**src/rtl/sqi_irq_pkg.sv**
```systemverilog
package sqi_irq_pkg;

  // Number of status bit positions and register data width
  localparam int NSRC   = 12;
  localparam int DATA_W = 13;
  localparam int THR_W  = 5;

  // Source bit positions (the layout is shared by status and both masks)
  localparam int B_TX_EMPTY = 0;
  localparam int B_TX_FULL  = 1;
  localparam int B_TX_THR   = 2;
  localparam int B_RX_EMPTY = 3;
  localparam int B_RX_FULL  = 4;
  localparam int B_RX_THR   = 5;
  localparam int B_DESC     = 9;
  localparam int B_PKT      = 10;
  localparam int B_DMAERR   = 11;

  localparam logic [NSRC-1:0] SRC_MASK  = 12'hE3F;
  localparam logic [NSRC-1:0] SOFT_SEED = 12'h009;
  localparam logic [THR_W-1:0] THR_DEFAULT = 5'd1;

  typedef enum logic [1:0] {
    SEL_STATUS = 2'd0,
    SEL_ENABLE = 2'd1,
    SEL_SIGEN  = 2'd2,
    SEL_THRESH = 2'd3
  } reg_sel_e;

  // Transmit side wants service while it has drained to the mark
  function automatic logic tx_mark_met(int unsigned lvl, int unsigned mark);
    return lvl <= mark;
  endfunction

  // Receive side wants service once it has filled to the mark
  function automatic logic rx_mark_met(int unsigned lvl, int unsigned mark);
    return lvl >= mark;
  endfunction

  function automatic logic [DATA_W-1:0] pack_thresh(logic [THR_W-1:0] txm,
                                                    logic [THR_W-1:0] rxm);
    return {txm, 3'b000, rxm};
  endfunction

endpackage

```
**src/rtl/sqi_irq_cond.sv**
```systemverilog
module sqi_irq_cond
  import sqi_irq_pkg::*;
#(
  parameter int DEPTH = 16,
  parameter int LVL_W = $clog2(DEPTH + 1)
) (
  input  logic [LVL_W-1:0] tx_level,
  input  logic [LVL_W-1:0] rx_level,
  input  logic [THR_W-1:0] tx_mark,
  input  logic [THR_W-1:0] rx_mark,
  input  logic             desc_done,
  input  logic             pkt_done,
  input  logic             dma_err,
  output logic [NSRC-1:0]  set_vec
);

  localparam logic [LVL_W-1:0] FULL_LVL = LVL_W'(DEPTH);

  // Named level events, visible to assertions and waveforms
  logic tx_empty_w, tx_full_w, tx_mark_w;
  logic rx_empty_w, rx_full_w, rx_mark_w;

  assign tx_empty_w = (tx_level == '0);
  assign tx_full_w  = (tx_level == FULL_LVL);
  assign tx_mark_w  = tx_mark_met(32'(tx_level), 32'(tx_mark));
  assign rx_empty_w = (rx_level == '0);
  assign rx_full_w  = (rx_level == FULL_LVL);
  assign rx_mark_w  = rx_mark_met(32'(rx_level), 32'(rx_mark));

  always_comb begin
    set_vec             = '0;
    set_vec[B_TX_EMPTY] = tx_empty_w;
    set_vec[B_TX_FULL]  = tx_full_w;
    set_vec[B_TX_THR]   = tx_mark_w;
    set_vec[B_RX_EMPTY] = rx_empty_w;
    set_vec[B_RX_FULL]  = rx_full_w;
    set_vec[B_RX_THR]   = rx_mark_w;
    set_vec[B_DESC]     = desc_done;
    set_vec[B_PKT]      = pkt_done;
    set_vec[B_DMAERR]   = dma_err;
  end

  // A FIFO cannot be empty and full at once when depth is non-zero
  always_comb begin
    if (DEPTH > 0) begin
      a_empty_full_excl_r4: assert (!(tx_empty_w && tx_full_w) && !(rx_empty_w && rx_full_w));
    end
  end

endmodule

```
**src/rtl/sqi_irq_status.sv**
```systemverilog
module sqi_irq_status
  import sqi_irq_pkg::*;
(
  input  logic            clk,
  input  logic            rst_n,
  input  logic            soft_i,
  input  logic [NSRC-1:0] set_vec,
  input  logic [NSRC-1:0] clr_vec,
  output logic [NSRC-1:0] status_o
);

  logic [NSRC-1:0] st_q;

  for (genvar i = 0; i < NSRC; i++) begin : g_bit
    always_ff @(posedge clk or negedge rst_n) begin
      if (!rst_n)      st_q[i] <= 1'b0;
      else if (soft_i) st_q[i] <= SOFT_SEED[i];
      else             st_q[i] <= (st_q[i] & ~clr_vec[i]) | set_vec[i];
    end

    if (SRC_MASK[i]) begin : g_impl
      p_event_latch_r5: assert property (@(posedge clk) disable iff (!rst_n)
        (set_vec[i] && !soft_i) |=> status_o[i]);
      p_sticky_r6: assert property (@(posedge clk) disable iff (!rst_n)
        (status_o[i] && !clr_vec[i] && !soft_i) |=> status_o[i]);
      p_w1c_r7: assert property (@(posedge clk) disable iff (!rst_n)
        (status_o[i] && clr_vec[i] && !set_vec[i] && !soft_i) |=> !status_o[i]);
    end else begin : g_hole
      p_hole_zero_r1: assert property (@(posedge clk) disable iff (!rst_n)
        !status_o[i]);
    end
  end

  assign status_o = st_q & SRC_MASK;

  p_soft_seed_r9: assert property (@(posedge clk) disable iff (!rst_n)
    soft_i |=> (status_o == SOFT_SEED));

endmodule

```
**src/rtl/sqi_irq_regs.sv**
```systemverilog
module sqi_irq_regs
  import sqi_irq_pkg::*;
(
  input  logic              clk,
  input  logic              rst_n,
  input  logic              soft_i,
  input  logic              reg_wr,
  input  logic [1:0]        reg_sel,
  input  logic [DATA_W-1:0] reg_wdata,
  input  logic [NSRC-1:0]   status_i,
  output logic [NSRC-1:0]   en_o,
  output logic [NSRC-1:0]   sig_o,
  output logic [THR_W-1:0]  tx_mark_o,
  output logic [THR_W-1:0]  rx_mark_o,
  output logic [NSRC-1:0]   clr_vec,
  output logic [DATA_W-1:0] reg_rdata
);

  reg_sel_e sel;
  logic wr_status, wr_enable, wr_sigen, wr_thresh;

  assign sel       = reg_sel_e'(reg_sel);
  assign wr_status = reg_wr && (sel == SEL_STATUS);
  assign wr_enable = reg_wr && (sel == SEL_ENABLE);
  assign wr_sigen  = reg_wr && (sel == SEL_SIGEN);
  assign wr_thresh = reg_wr && (sel == SEL_THRESH);

  assign clr_vec = wr_status ? reg_wdata[NSRC-1:0] : '0;

  logic [NSRC-1:0]  en_q, sig_q;
  logic [THR_W-1:0] txm_q, rxm_q;

  always_ff @(posedge clk or negedge rst_n) begin
    if (!rst_n) begin
      en_q  <= '0;
      sig_q <= '0;
      txm_q <= THR_DEFAULT;
      rxm_q <= THR_DEFAULT;
    end else if (soft_i) begin
      en_q  <= '0;
      sig_q <= '0;
      txm_q <= THR_DEFAULT;
      rxm_q <= THR_DEFAULT;
    end else begin
      if (wr_enable) en_q  <= reg_wdata[NSRC-1:0] & SRC_MASK;
      if (wr_sigen)  sig_q <= reg_wdata[NSRC-1:0] & SRC_MASK;
      if (wr_thresh) begin
        txm_q <= reg_wdata[12:8];
        rxm_q <= reg_wdata[THR_W-1:0];
      end
    end
  end

  assign en_o      = en_q;
  assign sig_o     = sig_q;
  assign tx_mark_o = txm_q;
  assign rx_mark_o = rxm_q;

  always_comb begin
    unique case (sel)
      SEL_STATUS: reg_rdata = {1'b0, status_i};
      SEL_ENABLE: reg_rdata = {1'b0, en_q};
      SEL_SIGEN:  reg_rdata = {1'b0, sig_q};
      SEL_THRESH: reg_rdata = pack_thresh(txm_q, rxm_q);
      default:    reg_rdata = '0;
    endcase
  end

  p_soft_defaults_r9: assert property (@(posedge clk) disable iff (!rst_n)
    soft_i |=> (en_o == '0 && sig_o == '0 &&
                tx_mark_o == THR_DEFAULT && rx_mark_o == THR_DEFAULT));
  p_enable_hold_r10: assert property (@(posedge clk) disable iff (!rst_n)
    (!wr_enable && !soft_i) |=> $stable(en_o));
  p_sigen_hold_r10: assert property (@(posedge clk) disable iff (!rst_n)
    (!wr_sigen && !soft_i) |=> $stable(sig_o));

endmodule

```
**src/rtl/sqi_irq_hub.sv**
```systemverilog
module sqi_irq_hub
  import sqi_irq_pkg::*;
#(
  parameter int DEPTH = 16,
  parameter int LVL_W = $clog2(DEPTH + 1)
) (
  input  logic              clk,
  input  logic              rst_n,
  input  logic              soft_rst,
  input  logic [LVL_W-1:0]  tx_level,
  input  logic [LVL_W-1:0]  rx_level,
  input  logic              desc_done,
  input  logic              pkt_done,
  input  logic              dma_err,
  input  logic              reg_wr,
  input  logic [1:0]        reg_sel,
  input  logic [DATA_W-1:0] reg_wdata,
  output logic [DATA_W-1:0] reg_rdata,
  output logic              irq
);

  logic [NSRC-1:0]  set_w, clr_w, status_w, en_w, sig_w;
  logic [THR_W-1:0] txm_w, rxm_w;
  logic             gate_w;
  logic             irq_q;

  sqi_irq_cond #(.DEPTH(DEPTH), .LVL_W(LVL_W)) u_cond (
    .tx_level (tx_level),
    .rx_level (rx_level),
    .tx_mark  (txm_w),
    .rx_mark  (rxm_w),
    .desc_done(desc_done),
    .pkt_done (pkt_done),
    .dma_err  (dma_err),
    .set_vec  (set_w)
  );

  sqi_irq_status u_status (
    .clk     (clk),
    .rst_n   (rst_n),
    .soft_i  (soft_rst),
    .set_vec (set_w),
    .clr_vec (clr_w),
    .status_o(status_w)
  );

  sqi_irq_regs u_regs (
    .clk      (clk),
    .rst_n    (rst_n),
    .soft_i   (soft_rst),
    .reg_wr   (reg_wr),
    .reg_sel  (reg_sel),
    .reg_wdata(reg_wdata),
    .status_i (status_w),
    .en_o     (en_w),
    .sig_o    (sig_w),
    .tx_mark_o(txm_w),
    .rx_mark_o(rxm_w),
    .clr_vec  (clr_w),
    .reg_rdata(reg_rdata)
  );

  // Both masks must pass a pending source before the line can rise
  assign gate_w = |(status_w & en_w & sig_w);

  always_ff @(posedge clk or negedge rst_n) begin
    if (!rst_n) irq_q <= 1'b0;
    else        irq_q <= gate_w;
  end

  assign irq = irq_q;

  p_irq_rise_r8: assert property (@(posedge clk) disable iff (!rst_n)
    (|(status_w & en_w & sig_w)) |=> irq);
  p_irq_needs_all_r8: assert property (@(posedge clk) disable iff (!rst_n)
    irq |-> ($past(|status_w) && $past(|en_w) && $past(|sig_w)));

endmodule

```
**config.mk**
```make
export PLATFORM = sky130hd
export DESIGN_NAME = sqi_irq_hub
export DESIGN_NICKNAME = d
export VERILOG_FILES = /design/src/rtl/sqi_irq_pkg.sv /design/src/rtl/sqi_irq_cond.sv /design/src/rtl/sqi_irq_status.sv /design/src/rtl/sqi_irq_regs.sv /design/src/rtl/sqi_irq_hub.sv
export SDC_FILE = /design/constraint.sdc
export NUM_CORES = 1
export LEC_CHECK = 0
export BUFFER_PORTS_ARGS = -buffer_cell sky130_fd_sc_hd__buf_2
export CORE_MARGIN = 10
export CORE_UTILIZATION = 50
export DETAILED_ROUTE_END_ITERATION = 12
export PLACE_DENSITY = 0.75
export SYNTH_ARGS = -nofsm -noshare
export SYNTH_HDL_FRONTEND = slang
export SYNTH_HIERARCHICAL = 1
export SYNTH_SLANG_ARGS = --single-unit
```
**constraint.sdc**
```tcl
create_clock -name clk -period 1.7 [get_ports clk]
set_clock_uncertainty 0.2 [all_clocks]
set_input_delay 0.255 -clock clk [delete_from_list [all_inputs] [get_ports clk]]
set_output_delay 0.255 -clock clk [all_outputs]
set_load 0.03 [all_outputs]
```
Word-level counts from Yosys, hierarchy flattened
Cells that the tools add are included.
{"block": "classes", "magnitude_cmp": 2, "n_eq_ne": 5, "muxes": 19, "n_bitwise": 29, "reduce_logical": 11}
{"operator": "12-bit 2-to-1 mux", "n": 5}
{"operator": "13-bit case mux with 4 select lines", "n": 1}
{"operator": "12-bit bitwise AND", "n": 2}
{"operator": "5-bit 2-to-1 mux", "n": 4}
{"operator": "12-bit OR reduction", "n": 1}
{"operator": "5-bit == test, second input constant", "n": 2}
{"operator": "5-bit logical NOT", "n": 2}
{"operator": "1-bit bitwise AND", "n": 9}
{"operator": "1-bit 2-to-1 mux", "n": 9}
{"operator": "1-bit NOT", "n": 9}
{"operator": "1-bit bitwise OR", "n": 9}
{"operator": "2-bit nonzero test", "n": 3}
{"operator": "5-bit >= comparator", "n": 1}
{"operator": "5-bit less-or-equal comparator", "n": 1}
{"operator": "2-bit == test, second input constant", "n": 2}
{"operator": "1-bit logical AND", "n": 4}
{"operator": "2-bit by 1-bit == test with 1-bit output, second input constant", "n": 1}
{"operator": "2-bit logical NOT", "n": 1}
{"block": "word_totals", "reg_bits": 44, "output_inout_bits": 14}

Depth between registers and ports, before layout
{"block": "depth", "ltp_word": 7, "depth_mapped": 8, "depth_no_buf": 7}

By module
Netlist, hierarchy kept.
{"module": "sqi_irq_regs", "n_inst": 1, "cells_per_inst": 149, "area_each_um2": 1712.9, "seq_area_each_um2": 703.2}
{"module": "sqi_irq_status", "n_inst": 1, "cells_per_inst": 41, "area_each_um2": 395.4, "seq_area_each_um2": 225.2}
{"module": "sqi_irq_cond", "n_inst": 1, "cells_per_inst": 54, "area_each_um2": 375.4, "seq_area_each_um2": 0.0}
{"module": "sqi_irq_hub", "n_inst": 1, "cells_per_inst": 17, "area_each_um2": 110.1, "seq_area_each_um2": 25.0}

Worst setup path after synthesis
OpenSTA, ideal clock, no wires.
{"block": "synth_path", "kind": "input -> output", "startpoint": "in reg_sel[0]", "endpoint": "out reg_rdata[5]", "arrival_time_ps": 1215, "t_required_ps": 1245, "setup_slack_ps": 30, "stages": 3, "cell_sequence": "buf_6 buf_8 o21ai_0"}
{"block": "synth_between", "elab_chain_len": 2, "word_cells_on_any_way": 5, "cone_classes": "eq/ne (3); mux (1); reduce/logical (1)"}
{"element": "start, declared", "line": "sqi_irq_hub.sv:16", "rtl": "input logic [1:0] reg_sel,"}
{"element": "2-bit == test (tied with other cells)", "line": "sqi_irq_regs.sv:60", "rtl": "unique case (sel)"}
{"element": "13-bit case mux with 4 select lines *", "line": "sqi_irq_regs.sv:60"}
{"element": "end, declared", "line": "sqi_irq_hub.sv:18", "rtl": "output logic [DATA_W-1:0] reg_rdata,"}
Every way passes the cells marked *; elsewhere a longest branch is shown, timed or not.

Final worst setup path
{"block": "layout_path", "startpoint": "reg u_regs.txm_q[3], in the netlist u_regs/tx_mark_o[3]", "endpoint": "out reg_rdata[11]"}
{"block": "layout_between", "elab_chain_len": 1}
{"element": "start, declared", "line": "sqi_irq_regs.sv:31", "rtl": "logic [THR_W-1:0] txm_q, rxm_q;"}
{"element": "start signal, assigned", "line": "sqi_irq_regs.sv:48", "rtl": "txm_q <= reg_wdata[12:8];"}
{"element": "13-bit case mux with 4 select lines", "line": "sqi_irq_regs.sv:60"}
No other way between the ends.

==> flow_results.xml <==
<?xml version="1.0" encoding="UTF-8"?>
<metrics>
  <group name="floorplan">
    <metric name="number_of_cell_rows" unit="">25</metric>
    <metric name="ioPinCount" unit="">46</metric>
    <metric name="floorplan.die.height" unit="um">91.40</metric>
    <metric name="start_util" unit="%">52.91</metric>
    <metric name="die-width" unit="um">91.40</metric>
    <metric name="placeable_core_region" unit="um^2">4817</metric>
    <metric name="dieArea" unit="um^2">8353</metric>
  </group>
  <group name="timing">
    <metric name="grt_setup_unrepaired" unit="">yes</metric>
    <metric name="maxClockFrequency" unit="MHz">528.2</metric>
    <metric name="layout_setup_ws" unit="ns">-0.1932</metric>
    <metric name="period_share" unit="%">111.4</metric>
    <metric name="hold_viol" unit="">0</metric>
    <metric name="report.final.setup_viol" unit="">9</metric>
    <metric name="final_period_minus_worst_setup_slack" unit="ns">1.893</metric>
    <metric name="slew_violations" unit="">0</metric>
  </group>
  <group name="min_path">
    <metric name="timing.hold.worst.start" unit="">reg_wdata[12]</metric>
    <metric name="min_path_cells" unit="">3</metric>
    <metric name="hold_path_end" unit="">u_regs/tx_mark_o[4]$_DFFE_PN0P_</metric>
    <metric name="worstHoldPathType" unit="">input pin to flip-flop</metric>
  </group>
  <group name="setup_path">
    <metric name="critical-path-top-cell-by-count" unit="">buf_6</metric>
    <metric name="critical_path.endpoint_type" unit="">primary output</metric>
    <metric name="worst_r2r_endpoint" unit="">u_status/status_o[2]$_DFF_PN0_</metric>
    <metric name="slowest_stage" unit="">mux4_2</metric>
    <metric name="crit_family" unit="">multiplexers</metric>
    <metric name="critical_path.max_stage_delay" unit="ns">0.47</metric>
    <metric name="worst-r2r-setup-slack" unit="ns">-0.06</metric>
    <metric name="critPathLaunchType" unit="">flip-flop</metric>
    <metric name="crit_path_category" unit="">flip-flop to primary output</metric>
    <metric name="worstPathBufferInverterCount" unit="">2</metric>
    <metric name="cp.arrival" unit="ns">1.44</metric>
    <metric name="worst_r2r_startpoint" unit="">u_regs/tx_mark_o[3]$_DFFE_PN0P_</metric>
    <metric name="timing.critical_path.cells" unit="">buf_6 &gt; mux4_2 &gt; buf_6</metric>
    <metric name="timing.reg2reg.worst_path_depth" unit="">8</metric>
    <metric name="worst_ep_required_time" unit="ns">1.24</metric>
    <metric name="largest_fanout_of_any_net_on_the_critical_path" unit="">2</metric>
  </group>
  <group name="cells_and_area">
    <metric name="nFillCells" unit="">391</metric>
    <metric name="synth_to_final_area_change" unit="%">29.85</metric>
    <metric name="utilization" unit="%">68.70</metric>
    <metric name="diode_count" unit="">0</metric>
    <metric name="design.final.nets" unit="">372</metric>
    <metric name="layout-drive-gt1-share" unit="%">36.56</metric>
    <metric name="layout.cell_area.non_filler" unit="um^2">3309</metric>
    <metric name="stdcell_count" unit="">398</metric>
  </group>
  <group name="placement">
    <metric name="dpl_worst_slack" unit="ns">-0.01522</metric>
    <metric name="place.port_buffers" unit="">41</metric>
    <metric name="placed_cells_incl_taps" unit="">353</metric>
    <metric name="placedInstanceArea" unit="um^2">2803</metric>
    <metric name="routabilityCongestion" unit="">0.7615</metric>
    <metric name="detailed_place_hpwl" unit="um">4241</metric>
  </group>
  <group name="grt">
    <metric name="via_count_of_the_first_global_routing_pass" unit="">2147</metric>
    <metric name="first_pass_grt_wire_length" unit="um">10450</metric>
    <metric name="grt_util_all_layers" unit="%">15.47</metric>
    <metric name="grt_start_max_net_pins" unit="">50</metric>
    <metric name="grt_antenna_before_repair" unit="">0</metric>
    <metric name="gr-total-overflow" unit="">0</metric>
  </group>
  <group name="clocking">
    <metric name="tritoncts_clock_tree" unit="">yes</metric>
    <metric name="ctsLongestPathBuffers" unit="">2</metric>
    <metric name="cts_inserted_buffers" unit="">5</metric>
    <metric name="clock_sink_count" unit="">38</metric>
    <metric name="ctsRootBufferMaster" unit="">clkbuf_8</metric>
    <metric name="worst_skew_pair.late_latency" unit="ns">0.29</metric>
    <metric name="clk_pin_slew_worst_paths" unit="ns">0.08</metric>
    <metric name="h-tree-depth" unit="">2</metric>
  </group>
  <group name="detailed_routing">
    <metric name="routed-via-count" unit="">2020</metric>
    <metric name="detail_route.vias_per_cell" unit="">5.075</metric>
    <metric name="postRouteWirelength" unit="um">6511</metric>
    <metric name="remaining_drc_errors" unit="">0</metric>
    <metric name="drt_first_iter_violations" unit="">130</metric>
    <metric name="route.antenna.remaining_nets" unit="">0</metric>
    <metric name="first_pass_iters" unit="">4</metric>
    <metric name="detail_route.wl_per_cell" unit="um">16.36</metric>
  </group>
  <group name="run">
    <metric name="max_cap_violations" unit="">0</metric>
  </group>
  <group name="logic_synthesis">
    <metric name="synth.yosys.warnings" unit="">6</metric>
    <metric name="synth.cell_area" unit="um^2">2549</metric>
    <metric name="syn-instance-count" unit="">254</metric>
    <metric name="syn-mean-instance-area" unit="um^2">10.03</metric>
  </group>
  <group name="power">
    <metric name="peakVddDrop" unit="mV">0.4478</metric>
    <metric name="cellPowerDensity" unit="nW/um^2">636.3</metric>
    <metric name="power.leakage" unit="nW">1.666</metric>
  </group>
  <group name="run_status">
    <metric name="violations" unit="">setup timing</metric>
    <metric name="status" unit="">complete, but fails checks</metric>
  </group>
</metrics>
-- metal layers --
metal	up-vias	global-route usage [%]	wire length, um
met3	6	4.444	286
met5	-	0	0
li1	982	-	-
met1	989	17.89	2797
met2	43	26.60	3342
met4	0	5.352	85
-- how the worst max path moves through the flow --
stage | start | end | depth (start not counted)
6_report | u_regs/tx_mark_o[3]$_DFFE_PN0P_ | reg_rdata[11] | 3
5_1_grt | u_regs/tx_mark_o[3]$_DFFE_PN0P_ | reg_rdata[11] | 3
4_1_cts | u_regs/tx_mark_o[3]$_DFFE_PN0P_ | reg_rdata[11] | 3
3_5_place_dp | reg_sel[0] | reg_rdata[2] | 4
3_3_place_gp | reg_sel[0] | reg_rdata[2] | 4
2_1_floorplan | reg_sel[0] | reg_rdata[5] | 3
-- registers in the layout (all words and copies together) (netlist names) --
signal,cells
u_regs/rx_mark_o,5
irq,1
u_regs/en_o,9
u_status/status_o,9
u_regs/tx_mark_o,5
u_regs/sig_o,9
-- where the power goes --
| part | internal (mW) | switching [mW] |
|---|---|---|
| combinational | 0.247 | 0.245 |
| sequential | 0.941 | 0.0240 |
| clock | 0.327 | 0.322 |
| total | 1.52 | 0.590 |
-- cell usage in the layout (no fill, tap or decap), drive strengths merged --
master and n:
and2 11, and3 3, conb 9, nand2b 44, dfrtp 36, o32ai 1
dlygate4sd3 4, clkbuf 7, nand4 4, dfstp 2, o21ai 4, a21o 2
nor3b 1, nand3b 2, nor2 12, or3 1, a21boi 1, clkinv 1
mux2i 29, inv 22, mux4 8, buf 89, or4 2, and3b 1
nand3 15, a21oi 10, ha 10
-- worst reg2reg max path: stages (launching register included) --
cell,delay [ns]
dfrtp_1,0.39
buf_4,0.14
inv_4,0.05
ha_4,0.19
a21oi_1,0.16
a21boi_1,0.11
o32ai_2,0.24
inv_1,0.09
a21oi_2,0.12
-- timing repair --
action,4_1_cts,5_1_grt
hold buffers,4,0
pin swaps,3,5
gates resized for setup,23,12
endpoints found under the setup margin,10,11
buffers inserted,23,10
endpoints found under the hold margin,39,0
gates cloned,0,0
-- area by class of cell --
type                       count  area, um^2  area share (%)
inverter                      22       87.58           2.647
timing repair buffer          93       719.4           21.74
clock buffer                   7       86.33           2.609
sequential                    38       953.4           28.81
tap                           67       83.83           2.533
multi-input combinational    170        1374           41.51
clock inverter                 1       5.005          0.1512
-- through the flow --
stage	total power, mW	TNS (ns)	hold WS, ns
2_1_floorplan	1.249	0	-0.2406
3_3_place_gp	1.359	-0.01657	0.1335
3_5_place_dp	1.369	-0.04648	0.1341
4_1_cts	2.078	-0.8366	0.003285
5_1_grt	2.201	-1.242	0.01051
6_report	2.106	-0.9002	0.002463
Note: power is estimated with default switching activity, not from simulation.
